===== src/rtl/i2c_arb_pkg.sv =====
package i2c_arb_pkg;
  typedef enum logic [1:0] {
    REG_HALF = 2'd0,
    REG_CTRL = 2'd1,
    REG_DATA = 2'd2,
    REG_STAT = 2'd3
  } reg_addr_e;

  localparam int unsigned CTL_MST     = 7;
  localparam int unsigned CTL_TRX     = 6;
  localparam int unsigned CTL_PEND    = 5;
  localparam int unsigned CTL_MODE_HI = 3;
  localparam int unsigned CTL_MODE_LO = 2;
  localparam int unsigned ST_LOST     = 0;
  localparam int unsigned ST_BUSY     = 1;

  localparam logic [1:0] KEY_ARM  = 2'b10;
  localparam logic [1:0] KEY_FIRE = 2'b01;
endpackage


===== src/rtl/i2c_arb_regs.sv =====
module i2c_arb_regs
  import i2c_arb_pkg::*;
#(
  parameter int unsigned REG_W    = 8,
  parameter int unsigned HALF_RST = 4
) (
  input  logic             clk_i,
  input  logic             rst_ni,
  input  logic             wr_en_i,
  input  logic             rd_en_i,
  input  logic [1:0]       addr_i,
  input  logic [REG_W-1:0] wdata_i,
  output logic [REG_W-1:0] rdata_o,
  input  logic             busy_i,
  input  logic             al_set_i,
  input  logic             byte_done_i,
  input  logic [REG_W-1:0] rx_i,
  output logic [REG_W-1:0] half_o,
  output logic             mst_o,
  output logic             trx_o,
  output logic             pend_o,
  output logic             al_o,
  output logic             start_o,
  output logic             soft_rst_o
);
  logic       wr_half, wr_ctrl, wr_data, rd_data;
  logic       key_armed;
  logic [1:0] mode_q;

  assign wr_half = wr_en_i && (addr_i == REG_HALF);
  assign wr_ctrl = wr_en_i && (addr_i == REG_CTRL);
  assign wr_data = wr_en_i && (addr_i == REG_DATA);
  assign rd_data = rd_en_i && (addr_i == REG_DATA);

  assign soft_rst_o = wr_ctrl && key_armed && (wdata_i[1:0] == KEY_FIRE);
  assign start_o    = wr_data && mst_o && !busy_i;

  always_ff @(posedge clk_i or negedge rst_ni) begin
    if (!rst_ni) begin
      half_o    <= REG_W'(HALF_RST);
      mst_o     <= 1'b0;
      trx_o     <= 1'b0;
      pend_o    <= 1'b0;
      al_o      <= 1'b0;
      mode_q    <= '0;
      key_armed <= 1'b0;
    end else begin
      if (wr_half) half_o <= wdata_i;
      if (wr_ctrl) key_armed <= (wdata_i[1:0] == KEY_ARM);
      if (wr_ctrl && !soft_rst_o) begin
        mst_o  <= wdata_i[CTL_MST];
        trx_o  <= wdata_i[CTL_TRX];
        mode_q <= wdata_i[CTL_MODE_HI:CTL_MODE_LO];
      end
      if (wr_data || rd_data) pend_o <= 1'b0;
      if (wr_data || rd_data || wr_ctrl) al_o <= 1'b0;
      if (byte_done_i) pend_o <= 1'b1;
      if (al_set_i) begin
        al_o  <= 1'b1;
        mst_o <= 1'b0;
        trx_o <= 1'b0;
      end
      if (soft_rst_o) begin
        mst_o  <= 1'b0;
        trx_o  <= 1'b0;
        pend_o <= 1'b0;
      end
    end
  end

  always_comb begin
    rdata_o = '0;
    unique case (addr_i)
      REG_HALF: rdata_o = half_o;
      REG_CTRL: begin
        rdata_o[CTL_MST]  = mst_o;
        rdata_o[CTL_TRX]  = trx_o;
        rdata_o[CTL_PEND] = pend_o;
        rdata_o[CTL_MODE_HI:CTL_MODE_LO] = mode_q;
      end
      REG_DATA: rdata_o = rx_i;
      default: begin
        rdata_o[ST_LOST] = al_o;
        rdata_o[ST_BUSY] = busy_i;
      end
    endcase
  end

  AST_KEY_DISARM: assert property (@(posedge clk_i) disable iff (!rst_ni)
    (wr_ctrl && (wdata_i[1:0] != KEY_ARM)) |=> !key_armed)
    else $error("key unlock not disarmed");
endmodule


===== src/rtl/i2c_arb_sclgen.sv =====
module i2c_arb_sclgen #(
  parameter int unsigned HALF_W = 8
) (
  input  logic              clk_i,
  input  logic              rst_ni,
  input  logic              clr_i,
  input  logic              run_i,
  input  logic              hold_i,
  input  logic [HALF_W-1:0] half_i,
  input  logic              scl_bus_i,
  input  logic              scl_fall_i,
  output logic              pull_o
);
  logic              low_q;
  logic [HALF_W-1:0] cnt_q;
  logic [HALF_W-1:0] lim;

  assign lim    = (half_i == '0) ? '0 : half_i - HALF_W'(1);
  assign pull_o = run_i && low_q;

  // low phase counted from own pull; high phase counted only while the bus is high;
  // a bus fall during the high phase restarts the low phase (clock sync)
  always_ff @(posedge clk_i or negedge rst_ni) begin
    if (!rst_ni) begin
      low_q <= 1'b1;
      cnt_q <= '0;
    end else if (clr_i || !run_i) begin
      low_q <= 1'b1;
      cnt_q <= '0;
    end else if (low_q) begin
      if (!hold_i) begin
        if (cnt_q >= lim) begin
          low_q <= 1'b0;
          cnt_q <= '0;
        end else begin
          cnt_q <= cnt_q + HALF_W'(1);
        end
      end
    end else if (scl_fall_i) begin
      low_q <= 1'b1;
      cnt_q <= '0;
    end else if (scl_bus_i) begin
      if (cnt_q >= lim) begin
        low_q <= 1'b1;
        cnt_q <= '0;
      end else begin
        cnt_q <= cnt_q + HALF_W'(1);
      end
    end
  end

  AST_HOLD_AT_END: assert property (@(posedge clk_i) disable iff (!rst_ni)
    (run_i && hold_i && low_q && !clr_i) |=> (low_q || !run_i))
    else $error("clock released after last edge");
endmodule


===== src/rtl/i2c_arb_bitengine.sv =====
module i2c_arb_bitengine #(
  parameter int unsigned BITS = 8
) (
  input  logic            clk_i,
  input  logic            rst_ni,
  input  logic            clr_i,
  input  logic            start_i,
  input  logic [BITS-1:0] tx_i,
  input  logic            trx_i,
  input  logic            scl_bus_i,
  input  logic            sda_bus_i,
  output logic            busy_o,
  output logic            scl_fall_o,
  output logic            last_o,
  output logic            sda_pull_o,
  output logic            al_set_o,
  output logic            byte_done_o,
  output logic [BITS-1:0] rx_o
);
  localparam int unsigned CW = $clog2(BITS + 2);
  localparam logic [CW-1:0] LAST = CW'(BITS + 1);
  localparam logic [CW-1:0] NDAT = CW'(BITS);

  logic [CW-1:0]   rise_cnt, drv_idx;
  logic [BITS-1:0] tx_q;
  logic            scl_q, rise, data_ph, drv_bit;

  assign rise       = scl_bus_i && !scl_q;
  assign scl_fall_o = !scl_bus_i && scl_q;
  assign data_ph    = rise_cnt < NDAT;
  assign drv_bit    = (drv_idx < NDAT) ? tx_q[BITS-1] : 1'b1;
  assign last_o     = rise_cnt == LAST;

  assign sda_pull_o  = busy_o && trx_i && !drv_bit;
  assign al_set_o    = busy_o && trx_i && rise && data_ph && drv_bit && !sda_bus_i;
  assign byte_done_o = busy_o && scl_fall_o && last_o;

  always_ff @(posedge clk_i or negedge rst_ni) begin
    if (!rst_ni) begin
      scl_q    <= 1'b1;
      busy_o   <= 1'b0;
      rise_cnt <= '0;
      drv_idx  <= '0;
      tx_q     <= '0;
      rx_o     <= '0;
    end else begin
      scl_q <= scl_bus_i;
      if (clr_i) begin
        busy_o   <= 1'b0;
        rise_cnt <= '0;
        drv_idx  <= '0;
      end else if (start_i) begin
        busy_o   <= 1'b1;
        rise_cnt <= '0;
        drv_idx  <= '0;
        tx_q     <= tx_i;
      end else if (busy_o) begin
        // counting continues after a loss so the byte end is still found
        if (rise && !last_o) begin
          rise_cnt <= rise_cnt + CW'(1);
          if (data_ph) rx_o <= {rx_o[BITS-2:0], sda_bus_i};
        end
        if (scl_fall_o) begin
          if (drv_idx != rise_cnt) tx_q <= {tx_q[BITS-2:0], 1'b0};
          drv_idx <= rise_cnt;
          if (last_o) busy_o <= 1'b0;
        end
      end
    end
  end

  AST_RISE_BOUND: assert property (@(posedge clk_i) disable iff (!rst_ni)
    rise_cnt <= LAST)
    else $error("edge count overrun");
  AST_DRV_TRAILS: assert property (@(posedge clk_i) disable iff (!rst_ni)
    busy_o |-> (drv_idx == rise_cnt || drv_idx + CW'(1) == rise_cnt))
    else $error("drive index out of step");
endmodule


===== src/rtl/i2c_arb_xfer.sv =====
module i2c_arb_xfer
  import i2c_arb_pkg::*;
#(
  parameter int unsigned BYTE_W   = 8,
  parameter int unsigned HALF_RST = 4
) (
  input  logic              clk_i,
  input  logic              rst_ni,
  input  logic              wr_en_i,
  input  logic              rd_en_i,
  input  logic [1:0]        addr_i,
  input  logic [BYTE_W-1:0] wdata_i,
  output logic [BYTE_W-1:0] rdata_o,
  input  logic              scl_bus_i,
  input  logic              sda_bus_i,
  output logic              scl_oe_o,
  output logic              sda_oe_o
);
  logic [BYTE_W-1:0] half, rx;
  logic mst, trx, pend, al, start, soft_rst;
  logic busy, scl_fall, last, sda_pull, al_set, byte_done, pull;

  i2c_arb_regs #(.REG_W(BYTE_W), .HALF_RST(HALF_RST)) u_regs (
    .clk_i, .rst_ni, .wr_en_i, .rd_en_i, .addr_i, .wdata_i, .rdata_o,
    .busy_i(busy), .al_set_i(al_set), .byte_done_i(byte_done), .rx_i(rx),
    .half_o(half), .mst_o(mst), .trx_o(trx), .pend_o(pend), .al_o(al),
    .start_o(start), .soft_rst_o(soft_rst)
  );

  i2c_arb_bitengine #(.BITS(BYTE_W)) u_eng (
    .clk_i, .rst_ni, .clr_i(soft_rst), .start_i(start), .tx_i(wdata_i),
    .trx_i(trx), .scl_bus_i, .sda_bus_i, .busy_o(busy), .scl_fall_o(scl_fall),
    .last_o(last), .sda_pull_o(sda_pull), .al_set_o(al_set),
    .byte_done_o(byte_done), .rx_o(rx)
  );

  i2c_arb_sclgen #(.HALF_W(BYTE_W)) u_scl (
    .clk_i, .rst_ni, .clr_i(soft_rst), .run_i(busy && mst), .hold_i(last),
    .half_i(half), .scl_bus_i, .scl_fall_i(scl_fall), .pull_o(pull)
  );

  assign scl_oe_o = pull || pend;
  assign sda_oe_o = sda_pull;

  AST_AL_DEMOTES: assert property (@(posedge clk_i) disable iff (!rst_ni)
    $rose(al) |-> (!mst && !trx))
    else $error("loss without demotion");
  AST_QUIET_AFTER_AL: assert property (@(posedge clk_i) disable iff (!rst_ni)
    (al && busy) |-> (!scl_oe_o && !sda_oe_o))
    else $error("line driven after loss");
  AST_DONE_HOLDS_SCL: assert property (@(posedge clk_i) disable iff (!rst_ni)
    (byte_done && !wr_en_i && !rd_en_i) |=> (pend && scl_oe_o))
    else $error("byte end did not hold clock");
  AST_SOFT_RESET_CLEARS: assert property (@(posedge clk_i) disable iff (!rst_ni)
    soft_rst |=> (!mst && !trx && !pend && !busy && !scl_oe_o && !sda_oe_o))
    else $error("soft reset incomplete");
  AST_SDA_ONLY_WHEN_TX: assert property (@(posedge clk_i) disable iff (!rst_ni)
    sda_oe_o |-> (trx && busy))
    else $error("data line driven outside transmit");
endmodule


===== config.mk =====
export PLATFORM = sky130hd
export DESIGN_NAME = i2c_arb_xfer
export DESIGN_NICKNAME = d
export VERILOG_FILES = /design/src/rtl/i2c_arb_pkg.sv /design/src/rtl/i2c_arb_regs.sv /design/src/rtl/i2c_arb_sclgen.sv /design/src/rtl/i2c_arb_bitengine.sv /design/src/rtl/i2c_arb_xfer.sv
export SDC_FILE = /design/constraint.sdc
export NUM_CORES = 1
export LEC_CHECK = 0
export BUFFER_PORTS_ARGS = -buffer_cell sky130_fd_sc_hd__buf_2
export CAP_MARGIN = 25
export CORE_MARGIN = 2
export CORE_UTILIZATION = 30
export CTS_CLUSTER_SIZE = 8
export DETAILED_ROUTE_END_ITERATION = 12
export PLACE_DENSITY = 0.43
export REMOVE_ABC_BUFFERS = 1
export SLEW_MARGIN = 20
export SYNTH_ARGS = -nofsm -noshare
export SYNTH_HDL_FRONTEND = slang
export SYNTH_HIERARCHICAL = 1
export SYNTH_SLANG_ARGS = --single-unit

===== constraint.sdc =====
create_clock -name clk_i -period 3.5 [get_ports clk_i]
set_clock_uncertainty 0.15 [all_clocks]
set_input_delay 0.175 -clock clk_i [delete_from_list [all_inputs] [get_ports clk_i]]
set_output_delay 0.175 -clock clk_i [all_outputs]
set_load 0.02 [all_outputs]

* Word-level counts from Yosys, hierarchy flattened
Index checks and enable logic that the tools add are counted.
** Storage, ports and cells
- Bits in registers :: 50
- Output and inout bits :: 10
** Cells by class
- $add $sub $neg :: 3
- Magnitude comparators :: 3
- Equality and inequality tests :: 7
- Multiplexer cells :: 47
- Bitwise logic cells :: 2
- Reduce and logical (&&, ||, !) cells :: 51
** Operators with widths (count)
- 2-to-1 mux 8 bit :: 11
- 2-to-1 mux 4 bit :: 8
- 2-to-1 mux 1 bit :: 24
- logical AND 1 bit :: 22
- nonzero test 3 bit :: 5
- one-hot mux 2 bit (3 select lines) :: 2
- one-hot mux 3 bit (3 select lines) :: 1
- adder 8 x 1 -> 8 bit, second input constant :: 1
- greater-or-equal comparator 8 bit :: 1
- logical NOT 1 bit :: 8
- logical NOT 8 bit :: 1
- < comparator 4 bit, second input constant :: 2
- nonzero test 2 bit :: 4
- subtractor 8 x 1 -> 8 bit, second input constant :: 1
- AND reduction 2 bit :: 3
- AND reduction 5 bit :: 1
- adder 4 x 1 -> 4 bit, second input constant :: 1
- == test 2 x 1 -> 1 bit, second input constant :: 2
- == test 2 bit, second input constant :: 2
- == test 4 bit, second input constant :: 1
- logical OR 1 bit :: 4
- inequality test 4 bit :: 1
- AND reduction 4 bit :: 1
- nonzero test 4 bit :: 1
- other kinds (4) :: 5

* Depth between registers and ports, before layout
- Depth in word-level cells :: 9
- Depth in mapped cells :: 12
- Mapped depth without buffers :: 12

* Modules after synthesis
The synthesis kept the hierarchy.
** By module, submodules not included
- i2c_arb_bitengine :: times used 1, cells an instance 101, area an instance 1244.9 µm², seq. area each 651.9 µm²
- i2c_arb_sclgen :: times used 1, cells an instance 97, area an instance 882.1 µm², seq. area each 226.5 µm²
- i2c_arb_regs :: times used 1, cells an instance 75, area an instance 795.8 µm², seq. area each 376.6 µm²
- i2c_arb_xfer :: times used 1, cells an instance 2, area an instance 12.5 µm², seq. area each 0.0 µm²

* Worst setup path after synthesis
Ideal clock, no wire load.
- Path type :: register -> register
- From :: register u_regs.half_o[0]
- To :: register u_scl.cnt_q[5]
- Setup time :: 0.092 ns
- Arrival :: 2.741 ns
- Path slack :: 0.517 ns
- Cell stages (with the launch flop) :: 13
- Period minus slack after synthesis :: 2.983 ns
- Cells stage by stage :: dfrtp_1 > inv_1 > ha_1 > nor2b_1 > nand3b_1 > or3_1 > and2_1 > ha_1 > nand2b_4 > a2111oi_4 > o31ai_4 > o2bb2a_1 > o31ai_2
** On the way
- Word-level cells in the longest chain between the ends :: 8
- Elaborated cells on any way between the ends :: 10
** Ends and longest elaborated chain
- start, declared :: line i2c_arb_regs.sv:18 : output logic [REG_W-1:0] half_o,
- start signal, assigned :: line i2c_arb_regs.sv:40 : half_o <= REG_W'(HALF_RST);
- start signal, assigned :: line i2c_arb_regs.sv:48 : if (wr_half) half_o <= wdata_i;
- subtractor 8 x 1 -> 8 bit / logical NOT 8 bit (equally long branches) :: line i2c_arb_sclgen.sv:18 : assign lim = (half_i == '0) ? '0 : half_i - HALF_W'(1);
- 2-to-1 mux 8 bit (*) :: line i2c_arb_sclgen.sv:18
- greater-or-equal comparator 8 bit (*) :: line i2c_arb_sclgen.sv:32, i2c_arb_sclgen.sv:43
- 2-to-1 mux 8 bit (*) :: line i2c_arb_sclgen.sv:32, i2c_arb_sclgen.sv:43
- 2-to-1 mux 8 bit :: line i2c_arb_sclgen.sv:42 : end else if (scl_bus_i) begin
- 2-to-1 mux 8 bit :: line i2c_arb_sclgen.sv:39 : end else if (scl_fall_i) begin
- 2-to-1 mux 8 bit (*) :: line i2c_arb_sclgen.sv:30 : end else if (low_q) begin
- 2-to-1 mux 8 bit (*) :: line i2c_arb_sclgen.sv:27 : end else if (clr_i || !run_i) begin
- end signal, assigned :: line i2c_arb_sclgen.sv:36 : cnt_q <= cnt_q + HALF_W'(1);
- end signal, assigned :: line i2c_arb_sclgen.sv:47 : cnt_q <= cnt_q + HALF_W'(1);
- end, declared :: line i2c_arb_sclgen.sv:15 : logic [HALF_W-1:0] cnt_q;
Mark *: on every way between the ends. The rest lies on a longest branch, timed or not. The select of a mux whose other input is x is not followed.
A chain may end at the register's enable or synchronous reset.

* Final worst setup path
- From :: register u_regs.half_o[0]
- To :: register u_scl.cnt_q[6]
Same word-level chain as after synthesis.

==> results.txt <==
The later pin in the worst-skew pair is clocked with a latency of 0.30 ns. The DRC violations left is 0. The number of global-route vias before repair came to approximately 2.1k. The main flop type after synthesis is dfrtp_1. The remaining antenna violation count is 0. The run finished with clean final reports. Counting the fill cells in the layout gives 1012. The setup slack of the most critical reg-to-reg path is between 0.3 and 0.4 ns.

For this run, the share of the core covered by cells in the final layout is 0.354. The count of port buffers added during placement came out at 25. The max-capacitance violation count is 0. The worst setup path is of the flip-flop to flip-flop kind. Traced cell by cell, the critical path runs through inv_1, ha_1, nor2b_2, nand3b_1, or3_1, and2_1, ha_1, nand2b_4, a2111oi_4, o31ai_4, nand2b_4, o31ai_2. The data required time of the critical path is between 3 and 4 ns. The antenna cell count came out at 0. The clock-pin slew reported for the worst setup and hold paths after clock tree synthesis came out at around 0.10 ns. The synthesized cell area is roughly 3000 sq um. The violation count after the first detailed-route iteration came out at 85.

The type of the tightest min-delay check is input pin to flip-flop. The final setup violation count came out at 0. The full die area came out at ~11000 sq um. After detailed placement, the design holds a cell count of about 430. The fmax came out at 313 MHz.

In this run the horizontal extent of the chip is 103 um. The maximum buffer depth of the clock tree is 2. The longest individual stage delay on the worst path came out at ~0.42 ns.

In the synthesized netlist the async set-or-reset flop fraction comes to 1.00. The TritonCTS buffer count came out at 5. Data arrives at the worst endpoint at roughly 3.3 ns.

The number of max-slew violations in the final report came out at 0. The area overhead of the layout relative to synthesis came out at 16.3%. The routed via count came out at between 2k and 2.5k. At the pin with the least slew margin, the transition time is about 0.74 ns. Setup repair after global routing left no endpoint under its margin. The post-route fraction of the period consumed by the critical path is 0.912. Measured against its own limit, the worst slew margin works out to 0.504. The starting utilization of the core area is 0.305.

The number of cell rows is 36. After layout, the minimum clock period comes to 3.19 ns. In the final design database the tool counted roughly 340 nets. The detail-routed net length per standard cell is roughly 15 um. The detailed-routing iteration count for the pre-antenna-repair pass is 4. The via-per-instance ratio is 4.72. The endpoint identified for the worst register-to-register timing path is u_scl/cnt_q[6]$_DFFE_PN0P_. The total of flip-flops plus latches after synthesis came out at 50.

TritonCTS built the clock tree. The average footprint of a synthesized cell is 10.7 sq um. The number of setup buffers added after CTS is 0. The number of cells on the worst hold path is 3. The global placement routability congestion came out at approximately 0.8. The number of ports placed on the die boundary came out at 26. The critical path startpoint category is a flip-flop. The setup TNS after final layout came out at 0 ns. After detailed routing, the total wire length is 6660 um.

The slowest cell on the critical path is dfrtp_1. The first global-routing pass estimated around 11000 um of wire. After technology mapping, the gate count stands at ~280. The proportion of layout cells with a drive suffix above 1 came out at 0.269. The Yosys warning count is 6. The number of distinct library cells after synthesis came out at 50.

Leaving out filler cells and counting taps, the final layout contains 449. The overall die height is 103 um. The maximum fanout count along the critical path came out at 8. The count of H-tree levels built during CTS is 2. The root buffer cell is clkbuf_8. The worst hold path terminates at u_eng/tx_q[0]$_DFFE_PN0P_. The sum of net half-perimeters after detailed placement is ~5000 um.

The proportion of synthesized chip area in sequential cells came out at 0.428. In the global route stage, overall resource usage came out at 0.135. The library cell used most frequently in the layout, excluding fill and tap cells, is dfrtp_1. The worst-case IR drop observed on VDD is 0.245 mV. STA classifies the critical path endpoint as a flip-flop. The remaining global-route overflow is 0. The worst register-to-register path begins at u_regs/half_o[0]$_DFFE_PN0P_. The floorplan step defined a core boundary enclosing approximately 9600 sq um. The startpoint of the lowest-slack hold path is wdata_i[0]. In the layout the commonest cells are dfrtp_1, mux2_2, buf_2. The number of flops mapped to enable cells by yosys is 0. The total clock sinks came out at 50. The power density relative to cell area is about 560 nW/um^2. Entering global routing, the biggest net connects 32 pins. The static power due to leakage came out at between 0.0015 and 0.002 uW. The number of antenna violations at the first check in global routing is 0.

The final-report hold violation count is 0. The number of cell instances on the worst register-to-register path came out at 12.
layer usage:
| metal | wire length (um) | GRT usage | vias up | part of all wire |
|---|---|---|---|---|
| li1 | - | - | 1068 | - |
| met1 | 3440 | 0.206 | 1030 | 0.52 |
| met2 | 3050 | 0.201 | 18 | 0.46 |
| met3 | 146 | 0.0224 | 2 | 0.022 |
| met4 | 34 | 0.0243 | 0 | 0.0051 |
| met5 | 0 | 0 | - | 0 |
through the flow:
stage / hold WS [ns] / power [uW] / setup WS [ns] / area, sq um
after floorplan: -0.271 / 1380 / 0.517 / 2920
after global placement: 0.144 / 1570 / 0.329 / 3220
after detailed placement: 0.145 / 1580 / 0.256 / 3220
after CTS: 0.00520 / 1950 / 0.222 / 3410
after global routing: 0.0247 / 2070 / 0.0709 / 3410
final: 0.0168 / 1910 / 0.309 / 3410
sequential cells by signal, summed over array words and instances, names as in the netlist:
name	flops
u_scl/cnt_q	8
u_eng/busy_o	1
u_scl/low_q	1
u_eng/rise_cnt	4
u_regs/half_o	8
u_eng/drv_idx	4
u_regs/key_armed	1
u_eng/rx_o	8
u_eng/tx_q	8
u_regs/mode_q	2
u_regs/mst_o	1
u_regs/trx_o	1
u_regs/pend_o	1
u_eng/scl_q	1
u_regs/al_o	1
worst max-delay path, delay by kind of cell, from the launching register on:
| kind | cells | cell delay (ns) |
|---|---|---|
| AO/OA/AOI/OAI | 3 | 0.77 |
| AND/OR/NAND/NOR | 6 | 1.26 |
| flip-flops | 1 | 0.42 |
| buffers and inverters | 1 | 0.08 |
| adder cells (fa/ha/maj) | 2 | 0.42 |
logic make-up after synthesis:
logic type	count (synthesis)	share of synthesized area
buffers and inverters	12	0.0171
AOI/OAI and AO/OA	43	0.107
and+or+nand+nor	101	0.193
xor gates and xnor gates	10	0.0298
DFF	50	0.428
adders and majority gates	12	0.0511
muxes	47	0.174
how the worst max path moves through the flow:
stage,to,startpoint
2_1_floorplan,u_scl/cnt_q[5]$_DFFE_PN0P_,u_regs/half_o[0]$_DFFE_PN0P_
3_3_place_gp,u_scl/cnt_q[6]$_DFFE_PN0P_,u_regs/half_o[0]$_DFFE_PN0P_
3_5_place_dp,u_scl/cnt_q[6]$_DFFE_PN0P_,u_regs/half_o[0]$_DFFE_PN0P_
4_1_cts,u_scl/cnt_q[6]$_DFFE_PN0P_,u_regs/half_o[0]$_DFFE_PN0P_
5_1_grt,u_scl/cnt_q[6]$_DFFE_PN0P_,u_regs/half_o[0]$_DFFE_PN0P_
6_report,u_scl/cnt_q[6]$_DFFE_PN0P_,u_regs/half_o[0]$_DFFE_PN0P_
Yosys cell counts (2+ instances only):
cell        n  share of area
ha_1       12          0.051
o2bb2ai_1   2         0.0060
a21oi_1     9          0.015
and2_1      5          0.011
and3_1      3         0.0064
o21a_1      2         0.0051
nor2b_1     7          0.015
o31ai_2     2         0.0085
inv_1       8          0.010
clkbuf_1    2         0.0026
nand2b_4    2         0.0094
nand2_1    23          0.029
xnor2_1     2         0.0060
dfstp_2     3          0.027
dfrtp_1    47           0.40
mux2_2     33           0.13
mux2i_1    14          0.048
a22o_1      2         0.0060
nor3_1      5         0.0085
nor3b_1     2         0.0051
nand3_1     7          0.012
nand2b_1    7          0.015
xor2_1      8          0.024
nand4_1     3         0.0064
nor2_1     20          0.026
nand3b_1    5          0.013
o2bb2a_1    2         0.0068
o21ai_0    16          0.027
where the power goes:
| group | switching, uW | total, uW | internal (uW) |
|---|---|---|---|
| combinational | 323 | 664 | 341 |
| clock | 208 | 349 | 141 |
| sequential | 161 | 900 | 738 |
| total | 692 | 1910 | 1220 |
layout make-up:
cell class,count,area [sq um],share of cell area
Multi-Input combinational cell,213,1630,0.478
Sequential cell,50,1250,0.368
Timing Repair Buffer,37,240,0.0704
Tap cell,133,166,0.0487
Clock buffer,5,68.8,0.0202
Inverter,8,30.0,0.00879
Clock inverter,3,21.3,0.00623
repair_timing:
action	4_1_cts	5_1_grt
endpoints found under the setup margin	0	1
gates resized for setup	0	1
endpoints found under the hold margin	37	0
hold buffers	10	0
Note: power is estimated with default switching activity, not from simulation.
